==> src/rtl/abt_pkg.sv <==
package abt_pkg;

  typedef enum logic [3:0] {
    RG_GAP   = 4'd0,
    RG_FLASH = 4'd1,
    RG_SFR   = 4'd2,
    RG_RAM   = 4'd3,
    RG_BROM  = 4'd4,
    RG_LPB   = 4'd5,
    RG_HPB   = 4'd6
  } region_e;

  function automatic logic in_window(input logic [31:0] a,
                                     input logic [31:0] lo,
                                     input logic [31:0] hi);
    return (a >= lo) && (a <= hi);
  endfunction

endpackage

==> src/rtl/abt_rst_sync.sv <==
module abt_rst_sync (
  input  logic clk,
  input  logic rst_n,
  output logic rst_n_sync
);

  logic [1:0] stage_q;
  logic [1:0] stage_d;

  always_comb begin
    stage_d = {stage_q[0], 1'b1};
  end

  always_ff @(posedge clk or negedge rst_n) begin
    if (!rst_n) begin
      stage_q <= 2'b00;
    end else begin
      stage_q <= stage_d;
    end
  end

  assign rst_n_sync = stage_q[1];

endmodule

==> src/rtl/abt_region_dec.sv <==
module abt_region_dec
  import abt_pkg::*;
#(
  parameter logic [31:0] FLASH_LO = 32'h0000_0000,
  parameter logic [31:0] FLASH_HI = 32'h0007_FFFF,
  parameter logic [31:0] SFR_LO   = 32'h3FFF_8000,
  parameter logic [31:0] SFR_HI   = 32'h3FFF_FFFF,
  parameter logic [31:0] RAM_LO   = 32'h4000_0000,
  parameter logic [31:0] RAM_HI   = 32'h4000_FFFF,
  parameter logic [31:0] BROM_LO  = 32'h7FFF_E000,
  parameter logic [31:0] BROM_HI  = 32'h7FFF_FFFF,
  parameter logic [31:0] LPB_BASE = 32'hE000_0000,
  parameter logic [31:0] HPB_BASE = 32'hFFE0_0000,
  parameter int          SPAN_BITS = 21
) (
  input  logic [31:0] addr,
  output region_e     region
);

  localparam logic [31:0] SPAN_LAST = (32'd1 << SPAN_BITS) - 32'd1;
  localparam logic [31:0] LPB_HI    = LPB_BASE + SPAN_LAST;
  localparam logic [31:0] HPB_HI    = HPB_BASE + SPAN_LAST;

  logic hit_flash, hit_sfr, hit_ram, hit_brom, hit_lpb, hit_hpb;

  always_comb begin
    hit_flash = in_window(addr, FLASH_LO, FLASH_HI);
    hit_sfr   = in_window(addr, SFR_LO, SFR_HI);
    hit_ram   = in_window(addr, RAM_LO, RAM_HI);
    hit_brom  = in_window(addr, BROM_LO, BROM_HI);
    hit_lpb   = in_window(addr, LPB_BASE, LPB_HI);
    hit_hpb   = in_window(addr, HPB_BASE, HPB_HI);
  end

  always_comb begin
    region = RG_GAP;
    if (hit_flash)     region = RG_FLASH;
    else if (hit_sfr)  region = RG_SFR;
    else if (hit_ram)  region = RG_RAM;
    else if (hit_brom) region = RG_BROM;
    else if (hit_lpb)  region = RG_LPB;
    else if (hit_hpb)  region = RG_HPB;
  end

endmodule

==> src/rtl/abt_slot_dec.sv <==
module abt_slot_dec #(
  parameter int SPAN_BITS = 21,
  parameter int SLOT_BITS = 14,
  parameter int OFF_BITS  = 12,
  parameter logic [(2**(SPAN_BITS-SLOT_BITS))-1:0] ASSIGNED = '0
) (
  input  logic [31:0]                    addr,
  output logic [SPAN_BITS-SLOT_BITS-1:0] slot_idx,
  output logic [OFF_BITS-1:0]            slot_offset,
  output logic                           slot_used
);

  localparam int IDX_W = SPAN_BITS - SLOT_BITS;

  assign slot_idx  = addr[SPAN_BITS-1:SLOT_BITS];
  assign slot_used = ASSIGNED[slot_idx];

  // The slot keeps only the offset bits it decodes; wider settings clamp to the slot.
  generate
    if (OFF_BITS <= SLOT_BITS) begin : g_mask
      assign slot_offset = addr[OFF_BITS-1:0];
    end else begin : g_clamp
      assign slot_offset = {{(OFF_BITS-SLOT_BITS){1'b0}}, addr[SLOT_BITS-1:0]};
    end
  endgenerate

  logic unused_hi;
  assign unused_hi = ^{addr[31:SPAN_BITS], IDX_W[0]};

endmodule

==> src/rtl/abt_policy.sv <==
module abt_policy
  import abt_pkg::*;
(
  input  region_e region,
  input  logic    is_fetch,
  input  logic    is_write,
  input  logic    lpb_used,
  input  logic    hpb_used,
  output logic    data_abort,
  output logic    prefetch_abort
);

  logic refuse_any;
  logic refuse_fetch;
  logic refuse_data;

  always_comb begin
    refuse_any   = 1'b0;
    refuse_fetch = 1'b0;
    refuse_data  = 1'b0;
    unique case (region)
      RG_GAP:   refuse_any   = 1'b1;
      RG_FLASH: refuse_data  = is_write;
      RG_SFR:   refuse_fetch = 1'b1;
      RG_RAM:   refuse_any   = 1'b0;
      RG_BROM:  refuse_any   = 1'b0;
      RG_LPB: begin
        refuse_any   = !lpb_used;
        refuse_fetch = 1'b1;
      end
      RG_HPB: begin
        refuse_any   = !hpb_used;
        refuse_fetch = 1'b1;
      end
      default:  refuse_any   = 1'b1;
    endcase
  end

  always_comb begin
    prefetch_abort = is_fetch && (refuse_any || refuse_fetch);
    data_abort     = !is_fetch && (refuse_any || refuse_data);
  end

endmodule

==> src/rtl/bus_abort_classifier.sv <==
module bus_abort_classifier
  import abt_pkg::*;
#(
  parameter int SPAN_BITS = 21,
  parameter int SLOT_BITS = 14,
  parameter int OFF_BITS  = 12,
  parameter logic [(2**(SPAN_BITS-SLOT_BITS))-1:0] LPB_ASSIGNED = {{112{1'b0}}, 16'hFFDF},
  parameter logic [(2**(SPAN_BITS-SLOT_BITS))-1:0] HPB_ASSIGNED = {1'b1, {126{1'b0}}, 1'b1}
) (
  input  logic                           clk,
  input  logic                           rst_n,
  input  logic                           req_valid,
  input  logic [31:0]                    req_addr,
  input  logic                           req_fetch,
  input  logic                           req_write,
  output logic                           rsp_valid,
  output logic                           data_abort,
  output logic                           prefetch_abort,
  output logic [3:0]                     region,
  output logic [SPAN_BITS-SLOT_BITS-1:0] slot_idx,
  output logic [OFF_BITS-1:0]            slot_offset
);

  localparam int IDX_W = SPAN_BITS - SLOT_BITS;

  logic rst_n_sync;

  abt_rst_sync u_rst (
    .clk       (clk),
    .rst_n     (rst_n),
    .rst_n_sync(rst_n_sync)
  );

  region_e               region_c;
  logic [IDX_W-1:0]      lpb_idx, hpb_idx;
  logic [OFF_BITS-1:0]   lpb_off, hpb_off;
  logic                  lpb_used, hpb_used;
  logic                  da_c, pa_c;

  abt_region_dec #(.SPAN_BITS(SPAN_BITS)) u_region (
    .addr  (req_addr),
    .region(region_c)
  );

  abt_slot_dec #(
    .SPAN_BITS(SPAN_BITS), .SLOT_BITS(SLOT_BITS),
    .OFF_BITS(OFF_BITS),   .ASSIGNED(LPB_ASSIGNED)
  ) u_lpb (
    .addr       (req_addr),
    .slot_idx   (lpb_idx),
    .slot_offset(lpb_off),
    .slot_used  (lpb_used)
  );

  abt_slot_dec #(
    .SPAN_BITS(SPAN_BITS), .SLOT_BITS(SLOT_BITS),
    .OFF_BITS(OFF_BITS),   .ASSIGNED(HPB_ASSIGNED)
  ) u_hpb (
    .addr       (req_addr),
    .slot_idx   (hpb_idx),
    .slot_offset(hpb_off),
    .slot_used  (hpb_used)
  );

  abt_policy u_policy (
    .region        (region_c),
    .is_fetch      (req_fetch),
    .is_write      (req_write),
    .lpb_used      (lpb_used),
    .hpb_used      (hpb_used),
    .data_abort    (da_c),
    .prefetch_abort(pa_c)
  );

  // Next-state logic
  logic                rsp_d, da_d, pa_d;
  logic [3:0]          region_d, region_q;
  logic [IDX_W-1:0]    idx_d, idx_q;
  logic [OFF_BITS-1:0] off_d, off_q;
  logic                rsp_q, da_q, pa_q;
  logic                info_en;

  always_comb begin
    info_en  = req_valid;
    rsp_d    = req_valid;
    da_d     = req_valid && da_c;
    pa_d     = req_valid && pa_c;
    region_d = region_c;
    idx_d    = '0;
    off_d    = '0;
    if (region_c == RG_LPB) begin
      idx_d = lpb_idx;
      off_d = lpb_off;
    end else if (region_c == RG_HPB) begin
      idx_d = hpb_idx;
      off_d = hpb_off;
    end
  end

  // Registers
  always_ff @(posedge clk or negedge rst_n) begin
    if (!rst_n) begin
      rsp_q <= 1'b0;
      da_q  <= 1'b0;
      pa_q  <= 1'b0;
    end else if (!rst_n_sync) begin
      rsp_q <= 1'b0;
      da_q  <= 1'b0;
      pa_q  <= 1'b0;
    end else begin
      rsp_q <= rsp_d;
      da_q  <= da_d;
      pa_q  <= pa_d;
    end
  end

  always_ff @(posedge clk or negedge rst_n) begin
    if (!rst_n) begin
      region_q <= 4'd0;
      idx_q    <= '0;
      off_q    <= '0;
    end else if (info_en) begin
      region_q <= region_d;
      idx_q    <= idx_d;
      off_q    <= off_d;
    end
  end

  assign rsp_valid      = rsp_q;
  assign data_abort     = da_q;
  assign prefetch_abort = pa_q;
  assign region         = region_q;
  assign slot_idx       = idx_q;
  assign slot_offset    = off_q;

endmodule

==> config.mk <==
export PLATFORM = sky130hd
export DESIGN_NAME = bus_abort_classifier
export DESIGN_NICKNAME = d
export VERILOG_FILES = /design/src/rtl/abt_pkg.sv /design/src/rtl/abt_rst_sync.sv /design/src/rtl/abt_region_dec.sv /design/src/rtl/abt_slot_dec.sv /design/src/rtl/abt_policy.sv /design/src/rtl/bus_abort_classifier.sv
export SDC_FILE = /design/constraint.sdc
export NUM_CORES = 1
export LEC_CHECK = 0
export CORE_AREA = 5 5 60 62
export CTS_BUF_LIST = sky130_fd_sc_hd__clkbuf_4
export DETAILED_ROUTE_END_ITERATION = 12
export DIE_AREA = 0 0 65 67
export GPL_TIMING_DRIVEN = 0
export MAX_ROUTING_LAYER = met4
export PLACE_DENSITY = 0.95
export SKIP_LAST_GASP = 1
export SYNTH_ARGS = -nofsm -noshare
export SYNTH_HDL_FRONTEND = slang
export SYNTH_SLANG_ARGS = --single-unit
==> constraint.sdc <==
create_clock -name clk -period 1.45 [get_ports clk]
set_input_delay 0.2175 -clock clk [delete_from_list [all_inputs] [get_ports clk]]
set_output_delay 0.2175 -clock clk [all_outputs]
set_load 0.03 [all_outputs]
# Word-level counts from Yosys, hierarchy flattened
# Memories as Yosys holds them, arrays and structs flattened.
# Index checks and enable logic that the tools add are counted.
[totals]
regBits = 28
rom_bits = 256
inputBits = 37
output_inout_bits = 26
word_cells = 63
n_memories = 2
[classes]
magnitude_cmp = 13
n_eq_ne = 6
n_mux = 18
reduce_logical = 17
[mem_list]
columns = ["memory", "depth", "word_bits", "read_ports", "rd_ports_with_merged_regs", "wr", "line", "text"]
rows = [
  ["(no name shown)", 128, 1, 1, 0, 0, "abt_slot_dec.sv:16", "assign slot_used = ASSIGNED[slot_idx];"],
  ["(no name shown)", 128, 1, 1, 0, 0, "abt_slot_dec.sv:16", ""],
]
[ops]
columns = ["cell", "count"]
rows = [
  ["$ge 32x31->1 const B", 2],
  ["$ge 32x32->1 const B", 2],
  ["$le 32x31->1 const B", 2],
  ["$le 32x32->1 const B", 2],
  ["$ge 32x1->1 const B", 1],
  ["$ge 32x30->1 const B", 1],
  ["$le 32x19->1 const B", 1],
  ["$le 32x30->1 const B", 1],
  ["$mux 12", 2],
  ["$mux 4", 5],
  ["$mux 7", 2],
  ["$eq 4x3->1 const B", 3],
  ["$logic_and 1x1->1", 10],
  ["$eq 4x2->1 const B", 2],
  ["$lt 7x8->1 const B", 1],
  ["$mux 1", 7],
  ["$eq 4x1->1 const B", 1],
  ["$reduce_or 4->1", 1],
  ["$logic_not 1->1", 3],
  ["$mux 3", 1],
  ["$pmux 1 s3", 1],
  ["$reduce_or 3->1", 1],
  ["$logic_or 1x1->1", 2],
]

# Logic depth before layout (Yosys ltp)
# Gate-level depths: netlist (run 1).
[depth]
word_depth = 15
depth_mapped = 5
depth_no_buf = 5

# Modules after synthesis
# From an unflattened synthesis (run 1), not the netlist that was laid out.
[hier_totals]
hier_cells = 165
hier_area_um2 = 1767.9
[modules_own_cells]
columns = ["module", "instances", "cells_each", "area_each_um2", "seq_area_each_um2"]
rows = [
  ["bus_abort_classifier", 1, 79, 1139.8, 650.6],
  ["abt_slot_dec (u_hpb)", 1, 25, 177.7, 0.0],
  ["abt_region_dec", 1, 25, 163.9, 0.0],
  ["abt_slot_dec (u_lpb)", 1, 21, 158.9, 0.0],
  ["abt_policy", 1, 12, 73.8, 0.0],
  ["abt_rst_sync", 1, 3, 53.8, 50.0],
]

# Least setup slack after synthesis (run 1)
# No wires, ideal clock.
[synth_timing]
path_type = "input port to flip-flop"
from = "input port req_addr[31]"
to = "register da_q (netlist: data_abort)"
setup_ns = 0.120
t_arrival_ns = 1.314
t_required_ns = 1.330
slack_ns = 0.016
cell_stages = 5
path_buffers = 0
cell_sequence = "nand2_2 -> or4_1 -> a311oi_1 -> nor4_1 -> o211a_1"
[synth_between]
elab_chain_len = 15
elab_cells_between_ends = 37
classes_between = "12 x order compare; 6 x eq/ne; 9 x mux; 10 x reduce/logical"
[synth_lines]
columns = ["element", "line", "text"]
rows = [
  ["start, declared", "bus_abort_classifier.sv:13", "input logic [31:0] req_addr,"],
  ["$ge 32x32->1 / $le 32x32->1 (equally long branches)", "abt_pkg.sv:16", "return (a >= lo) && (a <= hi);"],
  ["$logic_and 1x1->1", "abt_pkg.sv:16", ""],
  ["$mux 3", "abt_region_dec.sv:42", "else if (hit_hpb) region = RG_HPB;"],
  ["$mux 4", "abt_region_dec.sv:41", "else if (hit_lpb) region = RG_LPB;"],
  ["$mux 4", "abt_region_dec.sv:40", "else if (hit_brom) region = RG_BROM;"],
  ["$mux 4", "abt_region_dec.sv:39", "else if (hit_ram) region = RG_RAM;"],
  ["$mux 4", "abt_region_dec.sv:38", "else if (hit_sfr) region = RG_SFR;"],
  ["$mux 4 (*)", "abt_region_dec.sv:37", "if (hit_flash) region = RG_FLASH;"],
  ["$eq 4x2->1 (tied with other cells)", "abt_policy.sv:21", "unique case (region)"],
  ["$reduce_or 4->1 (no line)", "-", ""],
  ["$pmux 1 s3", "abt_policy.sv:21", ""],
  ["$logic_or 1x1->1 (*)", "abt_policy.sv:41", "data_abort = !is_fetch && (refuse_any || refuse_data);"],
  ["$logic_and 1x1->1 (*)", "abt_policy.sv:41", ""],
  ["$logic_and 1x1->1 (*)", "bus_abort_classifier.sv:86", "da_d = req_valid && da_c;"],
  ["$mux 1 (*)", "bus_abort_classifier.sv:106", "end else if (!rst_n_sync) begin"],
  ["end signal, assigned", "bus_abort_classifier.sv:104", "da_q <= 1'b0;"],
  ["end signal, assigned", "bus_abort_classifier.sv:108", "da_q <= 1'b0;"],
  ["end signal, assigned", "bus_abort_classifier.sv:112", "da_q <= da_d;"],
  ["end, declared", "bus_abort_classifier.sv:80", "logic rsp_q, da_q, pa_q;"],
]
# Every way passes the cells marked *; elsewhere a longest branch is shown, timed or not.
# A chain may end at the register's enable or synchronous reset.

# Final worst setup path (run 1)
[layout_timing]
from = "input port req_addr[27]"
to = "register idx_q[1] (netlist: slot_idx[1])"
[layout_between]
elab_chain_len = 11
elab_cells_between_ends = 28
classes_between = "12 x order compare; 2 x eq/ne; 8 x mux; 6 x reduce/logical"
[layout_lines]
columns = ["element", "line", "text"]
rows = [
  ["$ge 32x32->1 / $le 32x32->1 (equally long branches)", "abt_pkg.sv:16", ""],
  ["$logic_and 1x1->1", "abt_pkg.sv:16", ""],
  ["$mux 3", "abt_region_dec.sv:42", ""],
  ["$mux 4", "abt_region_dec.sv:41", ""],
  ["$mux 4", "abt_region_dec.sv:40", ""],
  ["$mux 4", "abt_region_dec.sv:39", ""],
  ["$mux 4", "abt_region_dec.sv:38", ""],
  ["$mux 4 (*)", "abt_region_dec.sv:37", ""],
  ["$eq 4x3->1", "bus_abort_classifier.sv:94", "end else if (region_c == RG_HPB) begin"],
  ["$mux 7", "bus_abort_classifier.sv:94", ""],
  ["$mux 7 (*)", "bus_abort_classifier.sv:91", "if (region_c == RG_LPB) begin"],
  ["end signal, assigned", "bus_abort_classifier.sv:124", "idx_q <= idx_d;"],
  ["end, declared", "bus_abort_classifier.sv:78", "logic [IDX_W-1:0] idx_d, idx_q;"],
]
# Marked as above.

==> flow_summary.yaml, run 1 <==
yosys:
  synth_xor_area_share_pct: 0
  synth_nets: 180
  synth_compound_area_share_pct: 15.3
  synth_simple_gate_area_share_pct: 20.8
  synth_top_family_by_area: "simple AND/OR/NAND/NOR gates"
  syn_avg_cell_area_um2: 8.92
  yosysSeqAreaShare_pct: 52.9
  ys_types: 31
  synth_seq_cells: 27
  synthTopCellsByArea: "dfrtp_1, o22ai_1, nand2_1, inv_1, a31oi_1"
  synth_area_leader_cell: "dfrtp_1"
  synthAdderAreaFrac_pct: 0
  synth_top_area_share_pct: 52.9
  synthMuxAreaShare_pct: 0.882
  synthCells: 143
  syn_area_um2: 1280
  ys_warn_count: 0
floorplanning:
  core_um2: 2980
  start_util_pct: 42.9
  die_h_um: 67
  rows: 20
  die_w_um: 65
  io_pins: 63
  dieArea_um2: 4360
clock_tree:
  worstSkewPairLatency_ns: 0.31
  clk_path_buf_depth: 2
  cts_root_buf: "clkbuf_4"
  cts_setup_buffers: 0
  clk_pin_slew_ns: 0.14
  cts_tree: "built"
  h-tree-depth: 1
  cts.sinks: 27
  cts_made_buffers: 3
routing:
  drc: 0
  drt-vias-per-instance: 5.15
  first_iter_violations: 54
  antenna_left: 0
  first_pass_iters: 5
  vias: 1240
  wirelength_mm: 3.51
  drt-wirelength-per-cell_um: 14.6
final_layout:
  fin_cells: 241
  layout-drive-gt1-share_pct: 12.5
  nNetsFinal: 246
  area_growth_pct: 56.4
  diodes: 0
  final_core_util_pct: 67.0
  final_area_um2: 2000
sta:
  fmax_mhz: 699
  relSlewSlack_pct: 61.3
  finalCritPeriodShare_pct: 98.7
  slew_viol_final: 0
  setup_viol: 0
  skew_ns: 0.000319
  finalHoldViolCount: 0
  layout_min_cycle_time_ns: 1.43
  tns_ns: 0
  worst_slew_pin_slew_ns: 0.581
  worst_slack_ns: 0.0184
setup_path:
  arrival_ns: 1.67
  worstPathCellList: "dlygate4sd2_1 -> nand3_2 -> or4_4 -> and2_4 -> bufbuf_16 -> o22ai_1"
  crit_slowest_cell: "or4_4"
  crit_required_ns: 1.69
  worstSetupPathType: "primary input to flip-flop"
  cp_slowest_stage_delay_ns: 0.50
  path_max_fanout: 5
  critPathTopFamily: "simple AND/OR/NAND/NOR gates"
  setup.worst_path.start_class: "primary input"
  path_buf_inv: 2
  r2r_slack_ns: 0.65
  endpoint_kind: "flip-flop"
place:
  dp.cells: 235
  io_buffers: 59
  globalplace.congestion: 0.866
  dp_slack_ns: -0.662
  dp_hpwl_mm: 2.61
  place_area_um2: 1910
grt:
  grt_pass1_vias: 1223
  grt_antenna_before_repair: 0
  grt_max_degree: 28
  groute.usage.overall_pct: 16.7
  grt_pass1_wl_mm: 5.55
  grt_overflow: 0
status:
  status: "completed"
min_path:
  hp-class: "primary input to flip-flop"
run:
  max_cap_violations: 0
power_and_ir_drop:
  ir_drop_uv: 457
  power.density_nw_per_um2: 656
  p_leak_nw: 0.974
placed cells by master (no fill, tap or decap), drive strengths merged, types with 3 or more instances in the layout:
cell type	synthesis	layout
dlygate4sd2	0	38
dfrtp	27	27
nand2	24	24
inv	21	21
o22ai	19	19
clkdlybuf4s50	0	17
clkbuf	5	11
nor2	6	6
a31oi	4	4
o21ai	4	4
nor4	4	4
buf	3	4
nand4	3	3
nor3	3	3
nand3	3	3
Yosys cell counts:
cell type and count:
nand4_1 3, buf_2 1, buf_6 1, and2_2 1, conb_1 2, nor3_1 3, and3_2 1, buf_4 1
o22ai_1 19, and2_1 1, a21oi_1 1, nand3b_1 1, nor4bb_1 1, o211a_1 1, nor4_1 4, clkbuf_1 5
mux2_2 1, o21ai_0 4, nor2_1 6, inv_1 21, and2b_2 1, dfrtp_1 27, or3_1 2, a311oi_1 1
or4_1 1, a31oi_1 4, nand2_2 1, o31ai_1 1, nand2_1 23, nand3_1 3, and4_1 1
registers in the layout, summed over array words and instances (netlist names):
name / cells
slot_offset: 12
u_rst.stage_q: 2
slot_idx: 7
data_abort: 1
prefetch_abort: 1
region: 3
rsp_valid: 1
final timing paths:
path / depth (start not counted) / endpoint / startpoint
hold / removal: 3 / slot_idx[4] / req_addr[18]
setup reg to reg: 3 / prefetch_abort / u_rst.stage_q[1]
max in group asynchronous: 2 / region[0] / rst_n
min in group asynchronous: 2 / region[2] / rst_n
hold reg to reg: 0 / u_rst.stage_q[1] / u_rst.stage_q[0]
setup / recovery: 6 / slot_idx[1] / req_addr[27]
cell type report:
type                       count  area (um2)
sequential                    27         676
buffer                         8        52.6
tap                           33        41.3
clock buffer                   4        30.0
fill                         266         982
inverter                      21        78.8
timing repair buffer          61         573
multi-input combinational     87         544
metrics by stage:
| step | total power [mW] | hold slack (ns) |
|---|---|---|
| 2_1_floorplan | 0.850 | -0.0781 |
| 4_1_cts | 1.31 | 0.270 |
| 3_5_place_dp | 1.00 | 0.338 |
| 3_3_place_gp | 0.995 | 0.335 |
| 5_1_grt | 1.38 | 0.280 |
| 6_report | 1.31 | 0.277 |
metal layers:
layer	part of all wire (%)	vias up	GRT usage (%)
met2	48	50	28.7
met4	0.29	0	2.37
met5	0	-	-
met3	8.3	2	3.71
met1	43	568	20.6
li1	-	620	-
report_power, final:
part / switching, mW / internal, mW
Sequential: 0.00204 / 0.761
Combinational: 0.114 / 0.0989
Clock: 0.207 / 0.126
cell families after synthesis:
logic type	count (synthesis)
buffers and inverters	29
flip-flops	27
other	2
multiplexers	1
AO/OA/AOI/OAI	31
AND/OR/NAND/NOR	53
tightest hold or removal path, cell delays in order:
cell	delay, ns
dlymetal6s2s_1	0.20
nand2_1	0.09
o22ai_1	0.06
repair_timing:
item                                   4_1_cts  5_1_grt
setup endpoints to repair                   47       11
pin swaps                                    5        1
endpoints found under the hold margin        0       27
gates resized for setup                     53        7
cloned                                       1        0
hold buffers                                 0        1
Note: power is estimated with default switching activity, not from simulation.
==> run 2: changes to the inputs <==
--- a/config.mk
+++ b/config.mk
@@ -9,6 +9,7 @@
 export CTS_BUF_LIST = sky130_fd_sc_hd__clkbuf_4
 export DETAILED_ROUTE_END_ITERATION = 12
 export DIE_AREA = 0 0 65 67
+export GPL_ROUTABILITY_DRIVEN = 1
 export GPL_TIMING_DRIVEN = 0
 export MAX_ROUTING_LAYER = met4
 export PLACE_DENSITY = 0.95
==> constraint.sdc (replaced) <==
create_clock -name clk -period 1.7 [get_ports clk]
set_input_delay 0.255 -clock clk [delete_from_list [all_inputs] [get_ports clk]]
set_output_delay 0.255 -clock clk [all_outputs]
set_load 0.03 [all_outputs]
==> run 2 against run 1 <==
Net effect: routed wire length shrank 5.4%; global-route usage down 0.67 points; hold slack better by 0.042 ns; sequential power shrank 15%; cell count down 0.41%; clock power down 18%; die area unchanged; sequential share of layout area increased by 0.60 points.
==> flow_summary.yaml, run 2 (synthesis gave the netlist of run 1 again) <==
setup_path:
  worstSetupPathType: "primary input to flip-flop"
  setup.worst_path.start_class: "primary input"
  arrival_ns: 1.91
  endpoint_kind: "flip-flop"
  path_max_fanout: 4
  crit_required_ns: 1.91
clock_tree:
  clk_path_buf_depth: 2
  cts_made_buffers: 3
  worstSkewPairLatency_ns: 0.31
  cts_tree: "built"
  cts_setup_buffers: 0
  clk_pin_slew_ns: 0.13
  cts_root_buf: "clkbuf_4"
  h-tree-depth: 1
  cts.sinks: 27
min_path:
  hp-class: "primary input to flip-flop"
sta:
  grt_setup_unrepaired: "true"
  finalCritPeriodShare_pct: 99.8
  worst_slew_pin_slew_ns: 0.576
  finalHoldViolCount: 0
  slew_viol_final: 0
  skew_ns: 0.000322
  relSlewSlack_pct: 61.6
  layout_min_cycle_time_ns: 1.70
  setup_viol: 0
  worst_slack_ns: 0.00381
  tns_ns: 0
  fmax_mhz: 590
  hold_slack_ns: 0.319
grt:
  grt_pass1_wl_mm: 5.39
  gr-usage-met3_pct: 3.71
  grt_overflow: 0
  grt_max_degree: 28
  grt_pass1_vias: 1229
  top_usage_layer: "met2"
  use_met2_pct: 28.0
  use_met1_pct: 19.3
  grt_antenna_before_repair: 0
  groute.usage.overall_pct: 16.0
place:
  dp_hpwl_mm: 2.61
  dp_slack_ns: -0.450
  place_area_um2: 1910
  globalplace.congestion: 0.866
  io_buffers: 59
power_and_ir_drop:
  report.power.total_mw: 1.11
  ir_drop_uv: 382
  p_leak_nw: 0.803
  power.density_nw_per_um2: 568
final_layout:
  nNetsFinal: 245
  largest_reg_flops: 12
  final_cell_mix: "clkdlybuf4s50_1, dfrtp_1, nand2_1"
  area_growth_pct: 53.6
  final_area_um2: 1960
  diodes: 0
  layout-drive-gt1-share_pct: 7.73
  layout_commonest_cell: "clkdlybuf4s50_1"
floorplanning:
  dieArea_um2: 4360
  die_w_um: 65
  rows: 20
  core_um2: 2980
  start_util_pct: 42.9
  die_h_um: 67
  io_pins: 63
routing:
  antenna_left: 0
  drc: 0
  drt-vias-per-instance: 5.23
  first_pass_iters: 4
  wirelength_mm: 3.32
  vias: 1254
  drt-wirelength-per-cell_um: 13.8
  first_iter_violations: 97
run:
  max_cap_violations: 0
status:
  status: "completed"
==> run 2: changes by cell type in the layout (fill, tap and decap cells not counted), sizes merged <==
cell,before,now
clkdlybuf4s50,17,55
dlygate4sd2,38,2
bufbuf,1,0
clkbuf,11,9
==> run 2: layout make-up <==
class                           count  area [um2]
Buffer                              8        45.0
Sequential cell                    27         676
Fill cell                         252        1020
Clock buffer                        4        30.0
Inverter                           21        78.8
Multi-Input combinational cell     87         494
Tap cell                           33        41.3
Timing Repair Buffer               60         596
==> run 2: layer usage <==
layer / share of wire [%] / vias to the layer above
met5: 0 / -
met4: 0.30 / 0
met3: 7.5 / 2
met2: 49 / 52
met1: 43 / 578
li1: - / 622
==> run 2: worst max-delay path: stages <==
cell and delay [ns]:
clkdlybuf4s50_1 0.42, nor4_1 0.42, nand3_1 0.24, a311oi_2 0.29, nor4_1 0.09, o211a_1 0.21
==> run 2: through the flow <==
stage,util (%),cells
2_1_floorplan,-,143
3_3_place_gp,64.1,235
3_5_place_dp,64.1,235
4_1_cts,65.1,239
5_1_grt,65.8,240
6_report,65.8,240
==> run 2: worst paths after layout <==
kind / startpoint / end / slack (ns) / depth (start not counted)
max in group asynchronous: rst_n / slot_idx[4] / 0.86 / 2
setup reg to reg: u_rst.stage_q[1] / prefetch_abort / 0.90 / 3
min in group asynchronous: rst_n / prefetch_abort / 0.46 / 2
setup / recovery: req_addr[26] / data_abort / 0.004 / 6
hold / removal: req_valid / slot_idx[0] / 0.32 / 3
hold reg to reg: u_rst.stage_q[0] / u_rst.stage_q[1] / 0.37 / 0
==> run 2: timing repair <==
item                                   in CTS  in global routing
setup endpoints to repair                  15                 22
pin swaps                                   1                  0
resized for setup                           3                  4
hold buffers                                0                  1
endpoints found under the hold margin       0                 27
==> run 2: report_power, final <==
part / switching, mW / leakage [nW] / total [mW] / internal, mW
Sequential: 0.00196 / 0.369 / 0.651 / 0.649
Clock: 0.167 / 0.0184 / 0.274 / 0.107
Combinational: 0.0901 / 0.416 / 0.187 / 0.0974
Total: 0.259 / 0.803 / 1.11 / 0.854
